<file path="config.mk">
export PLATFORM = sky130hd
export DESIGN_NAME = dram_perf_counters
export DESIGN_NICKNAME = d
export VERILOG_FILES = /design/src/rtl/dram_perf_counters.sv
export SDC_FILE = /design/constraint.sdc
export NUM_CORES = 1
export LEC_CHECK = 0
export ABC_CLOCK_PERIOD_IN_PS = 5100
export BUFFER_PORTS_ARGS = -buffer_cell sky130_fd_sc_hd__buf_2
export CAP_MARGIN = 15
export CORE_MARGIN = 2
export CORE_UTILIZATION = 25
export CTS_CLUSTER_DIAMETER = 100
export DETAILED_ROUTE_END_ITERATION = 16
export PLACE_DENSITY = 0.45
export SETUP_SLACK_MARGIN = 0.05
export SLEW_MARGIN = 20
export SYNTH_ARGS = -nofsm -noshare
export SYNTH_HDL_FRONTEND = slang
export SYNTH_SLANG_ARGS = --single-unit
</file>
<file path="constraint.sdc">
create_clock -name clk -period 5.1 [get_ports clk]
set_input_delay 0.51 -clock clk [delete_from_list [all_inputs] [get_ports clk]]
set_output_delay 0.51 -clock clk [all_outputs]
set_load 0.05 [all_outputs]
</file>
<file path="src/rtl/dram_perf_counters.sv">
module dram_perf_counters #(
  parameter int ADDR_W = 12,
  parameter int DATA_W = 32
) (
  input  logic              clk,
  input  logic              rst_n,
  input  logic              bus_wr,
  input  logic [ADDR_W-1:0] bus_addr,
  input  logic [DATA_W-1:0] bus_wdata,
  output logic [DATA_W-1:0] bus_rdata,
  input  logic [7:0]        evt_pulse,
  output logic              irq
);
  localparam int NUM_EV = 8;
  localparam int GEN_BIT = 1;
  localparam logic [ADDR_W-1:0] A_CTRL = ADDR_W'(12'h010);
  localparam logic [ADDR_W-1:0] A_EN   = ADDR_W'(12'h6C0);
  localparam logic [ADDR_W-1:0] A_MASK = ADDR_W'(12'h6C8);
  localparam logic [ADDR_W-1:0] A_STS  = ADDR_W'(12'h6CC);
  localparam logic [ADDR_W-1:0] A_CLR  = ADDR_W'(12'h6D0);
  localparam logic [DATA_W-1:0] CNT_MAX = '1;

  function automatic logic [ADDR_W-1:0] cnt_off(input int idx);
    case (idx)
      0: return ADDR_W'(12'h380);
      1: return ADDR_W'(12'h384);
      2: return ADDR_W'(12'h388);
      3: return ADDR_W'(12'h38C);
      4: return ADDR_W'(12'h3C0);
      5: return ADDR_W'(12'h3C4);
      6: return ADDR_W'(12'h3CC);
      default: return ADDR_W'(12'h3D0);
    endcase
  endfunction

  logic              run;
  logic [NUM_EV-1:0] ev_en, int_mask, ovf_sts;
  logic [NUM_EV-1:0] wr_hit, inc, wrap, clr_bits;
  logic [DATA_W-1:0] cnt [NUM_EV];

  assign clr_bits = (bus_wr && bus_addr == A_CLR) ? bus_wdata[NUM_EV-1:0] : '0;

  always_ff @(posedge clk or negedge rst_n) begin
    if (!rst_n) begin
      run      <= 1'b0;
      ev_en    <= '0;
      int_mask <= '1;
    end else if (bus_wr) begin
      if (bus_addr == A_CTRL) run      <= bus_wdata[GEN_BIT];
      if (bus_addr == A_EN)   ev_en    <= bus_wdata[NUM_EV-1:0];
      if (bus_addr == A_MASK) int_mask <= bus_wdata[NUM_EV-1:0];
    end
  end

  always_ff @(posedge clk or negedge rst_n) begin
    if (!rst_n) ovf_sts <= '0;
    else        ovf_sts <= (ovf_sts & ~clr_bits) | wrap;
  end

  assign irq = |(ovf_sts & ~int_mask);

  a_r8_masked_quiet: assert property (@(posedge clk) disable iff (!rst_n)
    (&int_mask) |-> !irq);

  for (genvar g = 0; g < NUM_EV; g++) begin : g_cnt
    localparam logic [ADDR_W-1:0] OFF = cnt_off(g);
    assign wr_hit[g] = bus_wr && (bus_addr == OFF);
    assign inc[g]    = run && ev_en[g] && evt_pulse[g];
    assign wrap[g]   = inc[g] && !wr_hit[g] && (cnt[g] == CNT_MAX);

    always_ff @(posedge clk or negedge rst_n) begin
      if (!rst_n)        cnt[g] <= '0;
      else if (wr_hit[g]) cnt[g] <= bus_wdata;
      else if (inc[g])   cnt[g] <= cnt[g] + 1'b1;
    end

    a_r3_frozen: assert property (@(posedge clk) disable iff (!rst_n)
      (!run && !wr_hit[g]) |=> $stable(cnt[g]));
    a_r5_write_wins: assert property (@(posedge clk) disable iff (!rst_n)
      wr_hit[g] |=> cnt[g] == $past(bus_wdata));
    a_r6_wrap: assert property (@(posedge clk) disable iff (!rst_n)
      wrap[g] |=> (cnt[g] == '0) && ovf_sts[g]);
    a_r7_sticky: assert property (@(posedge clk) disable iff (!rst_n)
      (ovf_sts[g] && !clr_bits[g]) |=> ovf_sts[g]);
  end

  always_comb begin
    bus_rdata = '0;
    case (bus_addr)
      A_CTRL: bus_rdata[GEN_BIT] = run;
      A_EN:   bus_rdata[NUM_EV-1:0] = ev_en;
      A_MASK: bus_rdata[NUM_EV-1:0] = int_mask;
      A_STS:  bus_rdata[NUM_EV-1:0] = ovf_sts;
      default: ;
    endcase
    for (int i = 0; i < NUM_EV; i++)
      if (bus_addr == cnt_off(i)) bus_rdata = cnt[i];
  end
endmodule

</file>
==> reports/qor.tcl, run 1 <==
set qor(cts_max_level) 2
set qor(clkTransAtPathRegs_ns) 0.06
set qor(status) {finished, final reports clean}
set qor(detailedRoute.firstIterationViolations) 1445
set qor(grt-ovfl-total) 0
set qor(netlist.top_cell.by_area) {dfrtp_1}
set qor(postSynthRegisterBits) 281
set qor(cts_post_setup_buffers_inserted) 0
set qor(cellLeakagePower_nw) 8.03
set qor(drc_violation_count_after_routing) 0
set qor(syn-instance-count) 2108
set qor(ys_warns) 0
set qor(num_io_pins) 88
set qor(instance_count_after_placement_with_tap_cells_included) 3025
set qor(finalSetupViolations) 0
set qor(synthesis.nets) 2171
set qor(cp-startpoint) {bus_addr[4]}
set qor(grt_util_all_layers) 0.197
set qor(clk_root_buffer_cell) {clkbuf_16}
set qor(ant_nets) 0
set qor(finalMaxSlewViolations) 0
set qor(number_of_different_library_cells_in_the_post_synthesis_netlist) 64
set qor(route.vias.total) 16400
set qor(routed_wirelength_um) 72600
set qor(die_area_sq_um) 73300
set qor(hp-class) {in -> async}
set qor(crit-reg2reg-capture) {cnt[63]$_DFFE_PN0P_}
set qor(report.final.hold_viol_count) 0
set qor(worst_r2r_startpoint) {run$_DFFE_PN0P_}
set qor(route.detailed.wl_per_inst_um) 23.5
set qor(max-cap-violations) 0
set qor(clock_insertion_delay_worst_skew_ns) 0.56
set qor(finalCritPeriodShare) 0.813
set qor(core_area_sq_um) 70300
set qor(final_net_count) 2187
set qor(synth.top_cells.by_area) {dfrtp_1, xnor2_1, nor2_1}
set qor(detailedPlacementHpwl_um) 53800
set qor(worstSetupStartpointType) {input port}
set qor(finClkSkew_ns) 0.0151
set qor(port-buffer-count) 87
set qor(std_cell_rows) 97
set qor(timing_worst_slew_pin_value_ns) 1.17
set qor(grt_pass1_vias) 16200
set qor(filler_cell_count) 7525
set qor(totalNegativeSetupSlack_ns) 0
set qor(initial_core_util) 0.253
set qor(numCtsBuffers) 37
set qor(cts_tree) {yes}
set qor(post_route_cells_drive_above_1_share) 0.112
set qor(timing.critical_path.arrival_ns) 3.64
set qor(layout.cells.most_common_list) {dfrtp_1, nor2_1, nand2_1}
set qor(cts.path.max_buffers) 3
set qor(globalplace.congestion) 0.916
set qor(drt-pass1-iter-count) 6
set qor(required_ns) 4.59
set qor(synth_enable_flop_cells) 0
set qor(layoutNonFillerInstCount) 3091
set qor(irDropWorstVdd_v) 0.000180
set qor(power.density_cell_area_nw_per_um2) 256
set qor(crit_end) {bus_rdata[23]}
set qor(mostFrequentLayoutCell) {dfrtp_1}
set qor(critical_path_fanout_max) 22
set qor(die-width_um) 271
set qor(reg2reg_depth) 5
set qor(syn-cell-area_sq_um) 17800
set qor(per_instance_average_area_after_synthesis_sq_um) 8.43
set qor(synth.yosys.seq_area_share) 0.396
set qor(ys_dominant_reg_cell) {dfrtp_1}
set qor(grt_first_pass_wirelength_um) 109000
set qor(area_growth_pct) 14.6
set qor(grt_antenna_before_repair) 4
set qor(timing.max_slew.rel_slack) 0.219
set qor(post_cts_resize_count) 0
set qor(timing.critical_path.to_type) {output pin}
set qor(timing_worst_setup_path_type) {in -> out}
set qor(synth_async_sr_flop_share) 1.00
set qor(die_span_in_y_um) 271
set qor(pin_count_of_the_biggest_net_entering_global_routing) 108
set qor(synth_top_cell_area_share) 0.384
set qor(cts_num_sinks) 281
set qor(hold_buffers) 0
set qor(grt_setup_unrepaired) {false}
set qor(antennaDiodeCount) 0
set qor(vias_per_cell) 5.30
set qor(r2r_setup_slack_ns) 2.21
set qor(achievable-frequency_mhz) 241
set qor(finalCriticalPeriod_ns) 4.15
-- cell families after synthesis --
kind of cell,count (synthesis),share of synthesized area
and+or+nand+nor,922,0.257
AOI/OAI and AO/OA,414,0.131
DFF,281,0.396
xor gates and xnor gates,233,0.115
buffers and inverters,199,0.0448
muxes,51,0.0503
adders and majority gates,8,0.00563
-- registers in the layout, summed over array words and instances (netlist names) --
signal / cells
int_mask: 8
ovf_sts: 8
ev_en: 8
cnt: 256
run: 1
-- cells in the mapped netlist, types with 5 or more instances --
master and instances:
a211oi_1 7, a21oi_1 160, a221oi_1 25, a22oi_1 7, a31oi_1 16, and2_1 12, and3_1 55, and4_1 20
buf_1 14, buf_2 12, clkbuf_1 102, clkbuf_2 21, dfrtp_1 273, dfstp_2 8, ha_1 8, inv_1 49
mux2i_1 18, mux4_2 29, nand2_1 219, nand3_1 111, nand4_1 92, nor2_1 229, nor2b_1 5, nor3_1 72
nor4_1 59, o21ai_0 146, o22ai_1 26, o31ai_1 5, or3_1 17, xnor2_1 140, xor2_1 93
-- how the worst min path moves through the flow --
stage                     cells after the start  slack (ns)                    start                 endpoint
after floorplan                               0        0.21                    rst_n       cnt[0]$_DFFE_PN0P_
after global placement                        2        0.48  int_mask[4]$_DFFE_PN1P_  int_mask[4]$_DFFE_PN1P_
after detailed placement                      2        0.49  int_mask[5]$_DFFE_PN1P_  int_mask[5]$_DFFE_PN1P_
after CTS                                     1        0.08                    rst_n      cnt[69]$_DFFE_PN0P_
after global routing                          1        0.08                    rst_n      cnt[69]$_DFFE_PN0P_
final                                         1       0.009                    rst_n      cnt[69]$_DFFE_PN0P_
-- critical path: stages --
cell and delay (ns):
buf_2 0.15, nor4bb_2 0.89, nand3_1 1.06, buf_4 0.49, o22ai_1 0.18, nor3_1 0.10, buf_2 0.23
-- per-stage QoR --
stage	area, sq um	total power, W	hold slack [ns]	util	worst slack (ns)
3_5_place_dp	19100	0.00255	0.486	0.273	0.986
2_1_floorplan	17800	0.00239	0.214	-	1.61
4_1_cts	20400	0.00527	0.0817	0.290	0.995
5_1_grt	20400	0.00538	0.0840	0.290	0.772
3_3_place_gp	19100	0.00255	0.480	0.272	1.06
6_report	20400	0.00521	0.00932	0.290	0.955
-- layer usage --
layer / GRT usage / vias to the layer above / share of wire
li1: - / 7590 / -
met4: 0.0615 / 8 / 0.031
met5: 0 / - / 0.00048
met2: 0.326 / 493 / 0.48
met1: 0.264 / 8187 / 0.44
met3: 0.0271 / 116 / 0.049
-- power breakdown --
part / switching [W] / total [W] / internal (W)
sequential: 0.0000222 / 0.00227 / 0.00224
clock: 0.00108 / 0.00271 / 0.00162
combinational: 0.000182 / 0.000240 / 0.0000573
total: 0.00129 / 0.00521 / 0.00392
-- final cells by class --
class / count / area [sq um] / area share
Multi-Input combinational cell: 1628 / 9990 / 0.490
Clock buffer: 60 / 1130 / 0.0557
Tap cell: 940 / 1180 / 0.0577
Clock inverter: 6 / 88.8 / 0.00436
Sequential cell: 281 / 7040 / 0.346
Timing Repair Buffer: 127 / 758 / 0.0372
Inverter: 49 / 184 / 0.00903
(Power assumes the default switching activity.)
==> inputs of run 2 (changes only) <==
--- a/config.mk
+++ b/config.mk
@@ -5,7 +5,7 @@
 export SDC_FILE = /design/constraint.sdc
 export NUM_CORES = 1
 export LEC_CHECK = 0
-export ABC_CLOCK_PERIOD_IN_PS = 5100
+export ABC_CLOCK_PERIOD_IN_PS = 4100
 export BUFFER_PORTS_ARGS = -buffer_cell sky130_fd_sc_hd__buf_2
 export CAP_MARGIN = 15
 export CORE_MARGIN = 2
==> constraint.sdc (replaced) <==
create_clock -name clk -period 4.1 [get_ports clk]
set_input_delay 0.41 -clock clk [delete_from_list [all_inputs] [get_ports clk]]
set_output_delay 0.41 -clock clk [all_outputs]
set_load 0.05 [all_outputs]
==> run 2 against run 1 <==
Clock power rose by 28%. Sequential cell count did not move. Critical endpoint is now bus_rdata[6]. Clock-buffer cell count fell by 6. Largest cell class unchanged. First-iteration DRC count rose by 0.62%. Wire length fell by 0.53%. Non-clock buffer count rose by 17. Sequential power rose by 24%. Worst setup slack got worse by 0.057 ns. Clock skew rose by 0.011 ns. Via count fell by 0.35%. Largest power group unchanged.
==> reports/qor.tcl, run 2 (synthesized netlist as in run 1, its figures left out) <==
set qor(grt_pass1_vias) 16100
set qor(area_growth_pct) 15.7
set qor(reg_with_most_ffs) {cnt}
set qor(grt_antenna_before_repair) 7
set qor(timing.max_slew.rel_slack) 0.293
set qor(cts_max_level) 2
set qor(finalCritPeriodShare) 0.781
set qor(required_ns) 3.69
set qor(finClkSkew_ns) 0.0262
set qor(mostFrequentLayoutCell) {dfrtp_1}
set qor(drt-pass1-iter-count) 5
set qor(timing.critical_path.to_type) {output pin}
set qor(irDropWorstVdd_v) 0.000193
set qor(num_io_pins) 88
set qor(route.vias.total) 16300
set qor(cts_post_setup_buffers_inserted) 0
set qor(power.density_cell_area_nw_per_um2) 321
set qor(initial_core_util) 0.253
set qor(max_stage_delay_ns) 0.67
set qor(numCtsBuffers) 35
set qor(clk_root_buffer_cell) {clkbuf_16}
set qor(timing.critical_path.slowest_stage_cell) {a2111oi_0}
set qor(largest_reg_flops) 256
set qor(finalMaxSlewViolations) 0
set qor(ant_nets) 0
set qor(grt-ovfl-total) 0
set qor(timing_worst_slew_pin_value_ns) 1.05
set qor(cpLargestDelayFamily) {compound AO/OA/AOI/OAI gates}
set qor(routed_wirelength_um) 72200
set qor(die_span_in_y_um) 271
set qor(cp.depth) 4
set qor(path_cells) {mux4_2 > a2111oi_0 > a22oi_1 > buf_2}
set qor(antennaDiodeCount) 0
set qor(die-width_um) 271
set qor(critical_path_fanout_max) 4
set qor(cp-startpoint) {cnt[134]$_DFFE_PN0P_}
set qor(drc_violation_count_after_routing) 0
set qor(hp-start) {bus_wdata[0]}
set qor(finalCriticalPeriod_ns) 3.20
set qor(max-cap-violations) 0
set qor(worst_r2r_startpoint) {run$_DFFE_PN0P_}
set qor(clkTransAtPathRegs_ns) 0.06
set qor(hp-class) {in -> reg}
set qor(timing_worst_setup_path_type) {reg -> out}
set qor(totalNegativeSetupSlack_ns) 0
set qor(clock_insertion_delay_worst_skew_ns) 0.56
set qor(report.final.hold_viol_count) 0
set qor(pin_count_of_the_biggest_net_entering_global_routing) 103
set qor(std_cell_rows) 97
set qor(die_area_sq_um) 73300
set qor(worstHoldPathCells) 3
set qor(post_cts_resize_count) 0
set qor(achievable-frequency_mhz) 312
set qor(status) {finished, final reports clean}
set qor(cts_tree) {yes}
set qor(layout.cells.most_common_list) {dfrtp_1, nor2_1, nand2_1}
set qor(worstSetupStartpointType) {flip-flop}
set qor(cts_num_sinks) 281
set qor(grt_first_pass_wirelength_um) 108000
set qor(port-buffer-count) 87
set qor(timing.critical_path.arrival_ns) 2.79
set qor(vias_per_cell) 5.26
set qor(detailedRoute.firstIterationViolations) 1454
set qor(grt_setup_unrepaired) {false}
set qor(cts.path.max_buffers) 3
set qor(route.detailed.wl_per_inst_um) 23.2
set qor(power_w) 0.00660
set qor(whs_endpoint) {cnt[224]$_DFFE_PN0P_}
set qor(r2r_setup_slack_ns) 1.38
set qor(worstPathBufferInverterCount) 1
set qor(grt_util_all_layers) 0.195
set qor(post_route_cells_drive_above_1_share) 0.120
set qor(globalplace.congestion) 0.895
set qor(finalSetupViolations) 0
set qor(crit-reg2reg-capture) {cnt[155]$_DFFE_PN0P_}
set qor(core_area_sq_um) 70300
set qor(final_net_count) 2202
set qor(reg2reg_depth) 5
set qor(detailedPlacementHpwl_um) 53500
set qor(cellLeakagePower_nw) 8.15
## run 2: cell types whose count changed in the layout (fill, tap and decap cells not counted), moves of 2 or more
| cell | change |
|---|---|
| clkbuf_8 | +3 |
| clkbuf_1 | -6 |
| clkinvlp_4 | -2 |
| bufinv_16 | +3 |
| buf_4 | +15 |
| clkbuf_16 | -3 |
## run 2: final cells by class
| class | instances | area [sq um] |
|---|---|---|
| clock buffer | 54 | 1080 |
| clock inverter | 10 | 194 |
| fill | 7474 | 49700 |
| inverter | 49 | 184 |
| multi-input combinational | 1628 | 9990 |
| sequential | 281 | 7040 |
| tap | 940 | 1180 |
| timing repair buffer | 144 | 901 |
## run 2: layer usage
layer / routed length (um) / GRT usage / vias up / part of all wire
met5: 69 / 0 / - / 0.00096
met1: 32200 / 0.259 / 8163 / 0.45
met3: 3220 / 0.0295 / 114 / 0.045
li1: - / - / 7607 / -
met2: 34900 / 0.330 / 441 / 0.48
met4: 1740 / 0.0518 / 12 / 0.024
## run 2: through the flow
stage	hold slack (ns)	setup slack, ns	cells	area [sq um]	util
finish	0.197	0.898	3106	20600	0.293
global route	0.211	0.804	3106	20600	0.293
CTS	0.162	0.927	3106	20600	0.293
detailed placement	0.485	0.950	3041	19300	0.274
global placement	0.481	0.909	3041	19300	0.274
floorplan	0.114	0.815	2108	17800	-
## run 2: repair_timing
item | 4_1_cts | 5_1_grt
hold endpoints to repair | 21 | 0
setup endpoints to repair | 0 | 0
hold buffers | 1 | 0
## run 2: how the worst max path moves through the flow
stage	end
after floorplan	bus_rdata[15]
after global placement	bus_rdata[7]
after detailed placement	bus_rdata[7]
after CTS	bus_rdata[6]
after global routing	bus_rdata[6]
final	bus_rdata[6]
## run 2: worst reg2reg max path: stages (launching register included)
cell     delay [ns]
dfrtp_1        0.54
nand4_1        0.33
nor2_1         0.45
nand4_1        0.59
or3_1          0.56
a31oi_1        0.16
## run 2: power by group
| part | switching [W] | internal, W | leakage (nW) |
|---|---|---|---|
| Clock | 0.00134 | 0.00213 | 0.625 |
| Combinational | 0.000226 | 0.0000747 | 3.69 |
| Sequential | 0.0000265 | 0.00279 | 3.84 |
| Total | 0.00159 | 0.00500 | 8.15 |
==> inputs of run 3 (changes only) <==
--- a/config.mk
+++ b/config.mk
@@ -5,7 +5,7 @@
 export SDC_FILE = /design/constraint.sdc
 export NUM_CORES = 1
 export LEC_CHECK = 0
-export ABC_CLOCK_PERIOD_IN_PS = 4100
+export ABC_CLOCK_PERIOD_IN_PS = 2950
 export BUFFER_PORTS_ARGS = -buffer_cell sky130_fd_sc_hd__buf_2
 export CAP_MARGIN = 15
 export CORE_MARGIN = 2
==> constraint.sdc (replaced) <==
create_clock -name clk -period 2.95 [get_ports clk]
set_input_delay 0.295 -clock clk [delete_from_list [all_inputs] [get_ports clk]]
set_output_delay 0.295 -clock clk [all_outputs]
set_load 0.05 [all_outputs]
==> run 3 against run 2 <==
Die area did not move. Cell area rose by 2.2%. Critical path depth rose by 1. Wire length rose by 0.75%. Sequential share of layout area fell by 0.75 points. Utilization rose by 0.65 points. Final cell count rose by 1.4%. Sequential power rose by 39%. Non-clock buffer count rose by 42. Sequential cell count did not move. Clock power rose by 27%. Critical endpoint unchanged.
==> reports/qor.tcl, run 3 (synthesized netlist as in run 1, its figures left out) <==
set qor(status) {finished, final reports clean}
set qor(r2r_setup_slack_ns) 0.45
set qor(die_span_in_y_um) 271
set qor(ant_nets) 0
set qor(grt_setup_unrepaired) {false}
set qor(cp-startpoint) {cnt[134]$_DFFE_PN0P_}
set qor(pwr-share-comb) 0.051
set qor(clk_root_buffer_cell) {clkbuf_16}
set qor(timing.max_slew.rel_slack) 0.467
set qor(reg_with_most_ffs) {cnt}
set qor(die-width_um) 271
set qor(max-cap-violations) 0
set qor(route.vias.total) 16600
set qor(cellLeakagePower_nw) 8.38
set qor(core_area_sq_um) 70300
set qor(grt_antenna_before_repair) 4
set qor(clkTransAtPathRegs_ns) 0.06
set qor(num_io_pins) 88
set qor(finalCriticalPeriod_ns) 2.83
set qor(reg2reg_depth) 6
set qor(critical_path_fanout_max) 4
set qor(worst_r2r_startpoint) {run$_DFFE_PN0P_}
set qor(finalSetupViolations) 0
set qor(switching_share) 0.252
set qor(grt-ovfl-total) 0
set qor(crit-reg2reg-capture) {cnt[28]$_DFFE_PN0P_}
set qor(port-buffer-count) 87
set qor(worstSetupStartpointType) {flip-flop}
set qor(timing_worst_slew_pin_value_ns) 0.799
set qor(finalInstanceArea_sq_um) 21000
set qor(grt_util_all_layers) 0.197
set qor(std_cell_rows) 97
set qor(layout.cells.most_common_list) {dfrtp_1, nor2_1, nand2_1}
set qor(detailedPlacementHpwl_um) 54600
set qor(post-place-ws_ns) 0.152
set qor(cts_num_sinks) 281
set qor(largest_reg_flops) 256
set qor(timing_worst_setup_path_type) {reg -> out}
set qor(achievable-frequency_mhz) 354
set qor(drc_violation_count_after_routing) 0
set qor(power.density_cell_area_nw_per_um2) 418
set qor(pin_count_of_the_biggest_net_entering_global_routing) 84
set qor(mostFrequentLayoutCell) {dfrtp_1}
set qor(detailedRoute.firstIterationViolations) 1497
set qor(sequentialPowerShare) 0.446
set qor(route.detailed.wl_per_inst_um) 23.1
set qor(numCtsBuffers) 37
set qor(cts.path.max_buffers) 3
set qor(switching_power_w) 0.00222
set qor(grt_first_pass_wirelength_um) 109000
set qor(globalplace.congestion) 0.944
set qor(cts_post_setup_buffers_inserted) 0
set qor(totalNegativeSetupSlack_ns) 0
set qor(timing.critical_path.to_type) {output pin}
set qor(clock_insertion_delay_worst_skew_ns) 0.55
set qor(crit_end) {bus_rdata[6]}
set qor(grt_pass1_vias) 16400
set qor(timing.critical_path.slowest_stage_cell) {mux4_2}
set qor(irDropWorstVdd_v) 0.000288
set qor(initial_core_util) 0.253
set qor(finClkSkew_ns) 0.0182
set qor(timing.critical_path.arrival_ns) 2.53
set qor(routed_wirelength_um) 72700
set qor(hp-class) {in -> reg}
set qor(cts_max_level) 2
set qor(finalMaxSlewViolations) 0
set qor(finalCritPeriodShare) 0.958
set qor(detailed_place.area_sq_um) 19800
set qor(required_ns) 2.65
set qor(post_route_cells_drive_above_1_share) 0.145
set qor(max_stage_delay_ns) 0.57
set qor(die_area_sq_um) 73300
set qor(report.final.hold_viol_count) 0
set qor(vias_per_cell) 5.28
set qor(final_net_count) 2246
set qor(area_growth_pct) 18.2
set qor(p_clk_frac) 0.504
set qor(drt-pass1-iter-count) 6
set qor(p_int_w) 0.00657
set qor(cts_tree) {yes}
set qor(worst_slack_ns) 0.123
set qor(path_cells) {mux4_2 > a2111oi_2 > buf_4 > a22oi_1 > buf_2}
-- run 3: cell types whose count changed in the layout (fill, tap and decap cells not counted), sizes merged --
cell | previous run | this run
buf | 143 | 184
bufinv | 5 | 1
clkbuf | 54 | 57
clkinvlp | 0 | 2
diode | 0 | 2
inv | 50 | 49
-- run 3: worst min-delay path by stage --
stage / from / end / slack, ns / cells after the start
2_1_floorplan: rst_n / cnt[0]$_DFFE_PN0P_ / -0.0006 / 0
3_3_place_gp: rst_n / cnt[34]$_DFFE_PN0P_ / 0.37 / 1
3_5_place_dp: rst_n / cnt[35]$_DFFE_PN0P_ / 0.38 / 1
4_1_cts: bus_wdata[0] / cnt[224]$_DFFE_PN0P_ / 0.07 / 3
5_1_grt: bus_wdata[0] / cnt[224]$_DFFE_PN0P_ / 0.09 / 3
6_report: bus_wdata[0] / cnt[224]$_DFFE_PN0P_ / 0.10 / 3
-- run 3: per-layer routing --
layer / global-route usage / wire, um / part of all wire
met1: 0.259 / 31800 / 0.44
met2: 0.330 / 34600 / 0.48
met3: 0.0314 / 3890 / 0.053
met4: 0.0615 / 2390 / 0.033
met5: 0 / 31 / 0.00043
-- run 3: power groups by stage --
| stage | logic (W) | registers [W] | clock network, W |
|---|---|---|---|
| 2_1_floorplan | 0.000161 | 0.00397 | 0 |
| 3_3_place_gp | 0.000446 | 0.00399 | 0 |
| 3_5_place_dp | 0.000449 | 0.00399 | 0 |
| 4_1_cts | 0.000451 | 0.00392 | 0.00453 |
| 5_1_grt | 0.000480 | 0.00392 | 0.00469 |
| 6_report | 0.000447 | 0.00392 | 0.00443 |
-- run 3: timing repair --
action / in CTS / in global routing
setup endpoints to repair: 2 / 4
hold endpoints to repair: 77 / 0
hold buffers: 1 / 0
gates resized for setup: 3 / 5
-- run 3: per-stage QoR --
| stage | cells | util | hold WS, ns | power, W |
|---|---|---|---|---|
| after floorplan | 2108 | - | -0.000591 | 0.00413 |
| after global placement | 3083 | 0.282 | 0.374 | 0.00443 |
| after detailed placement | 3083 | 0.282 | 0.380 | 0.00443 |
| after CTS | 3147 | 0.299 | 0.0673 | 0.00889 |
| after global routing | 3147 | 0.299 | 0.0850 | 0.00909 |
| final | 3149 | 0.299 | 0.100 | 0.00879 |
-- run 3: final cells by class --
class | instances | area (sq um)
Fill cell | 7345 | 49200
Multi-Input combinational cell | 1628 | 10100
Timing Repair Buffer | 186 | 1360
Antenna cell | 2 | 5.00
Clock inverter | 7 | 68.8
Inverter | 49 | 184
Tap cell | 940 | 1180
Sequential cell | 281 | 7040
Clock buffer | 56 | 1070
-- run 3: worst max-delay path: cells and delay by family, from the launching register on --
kind                   cells  cell delay (ns)
AOI/OAI and AO/OA          2             0.54
buffers and inverters      2             0.41
DFF                        1             0.47
muxes                      1             0.57
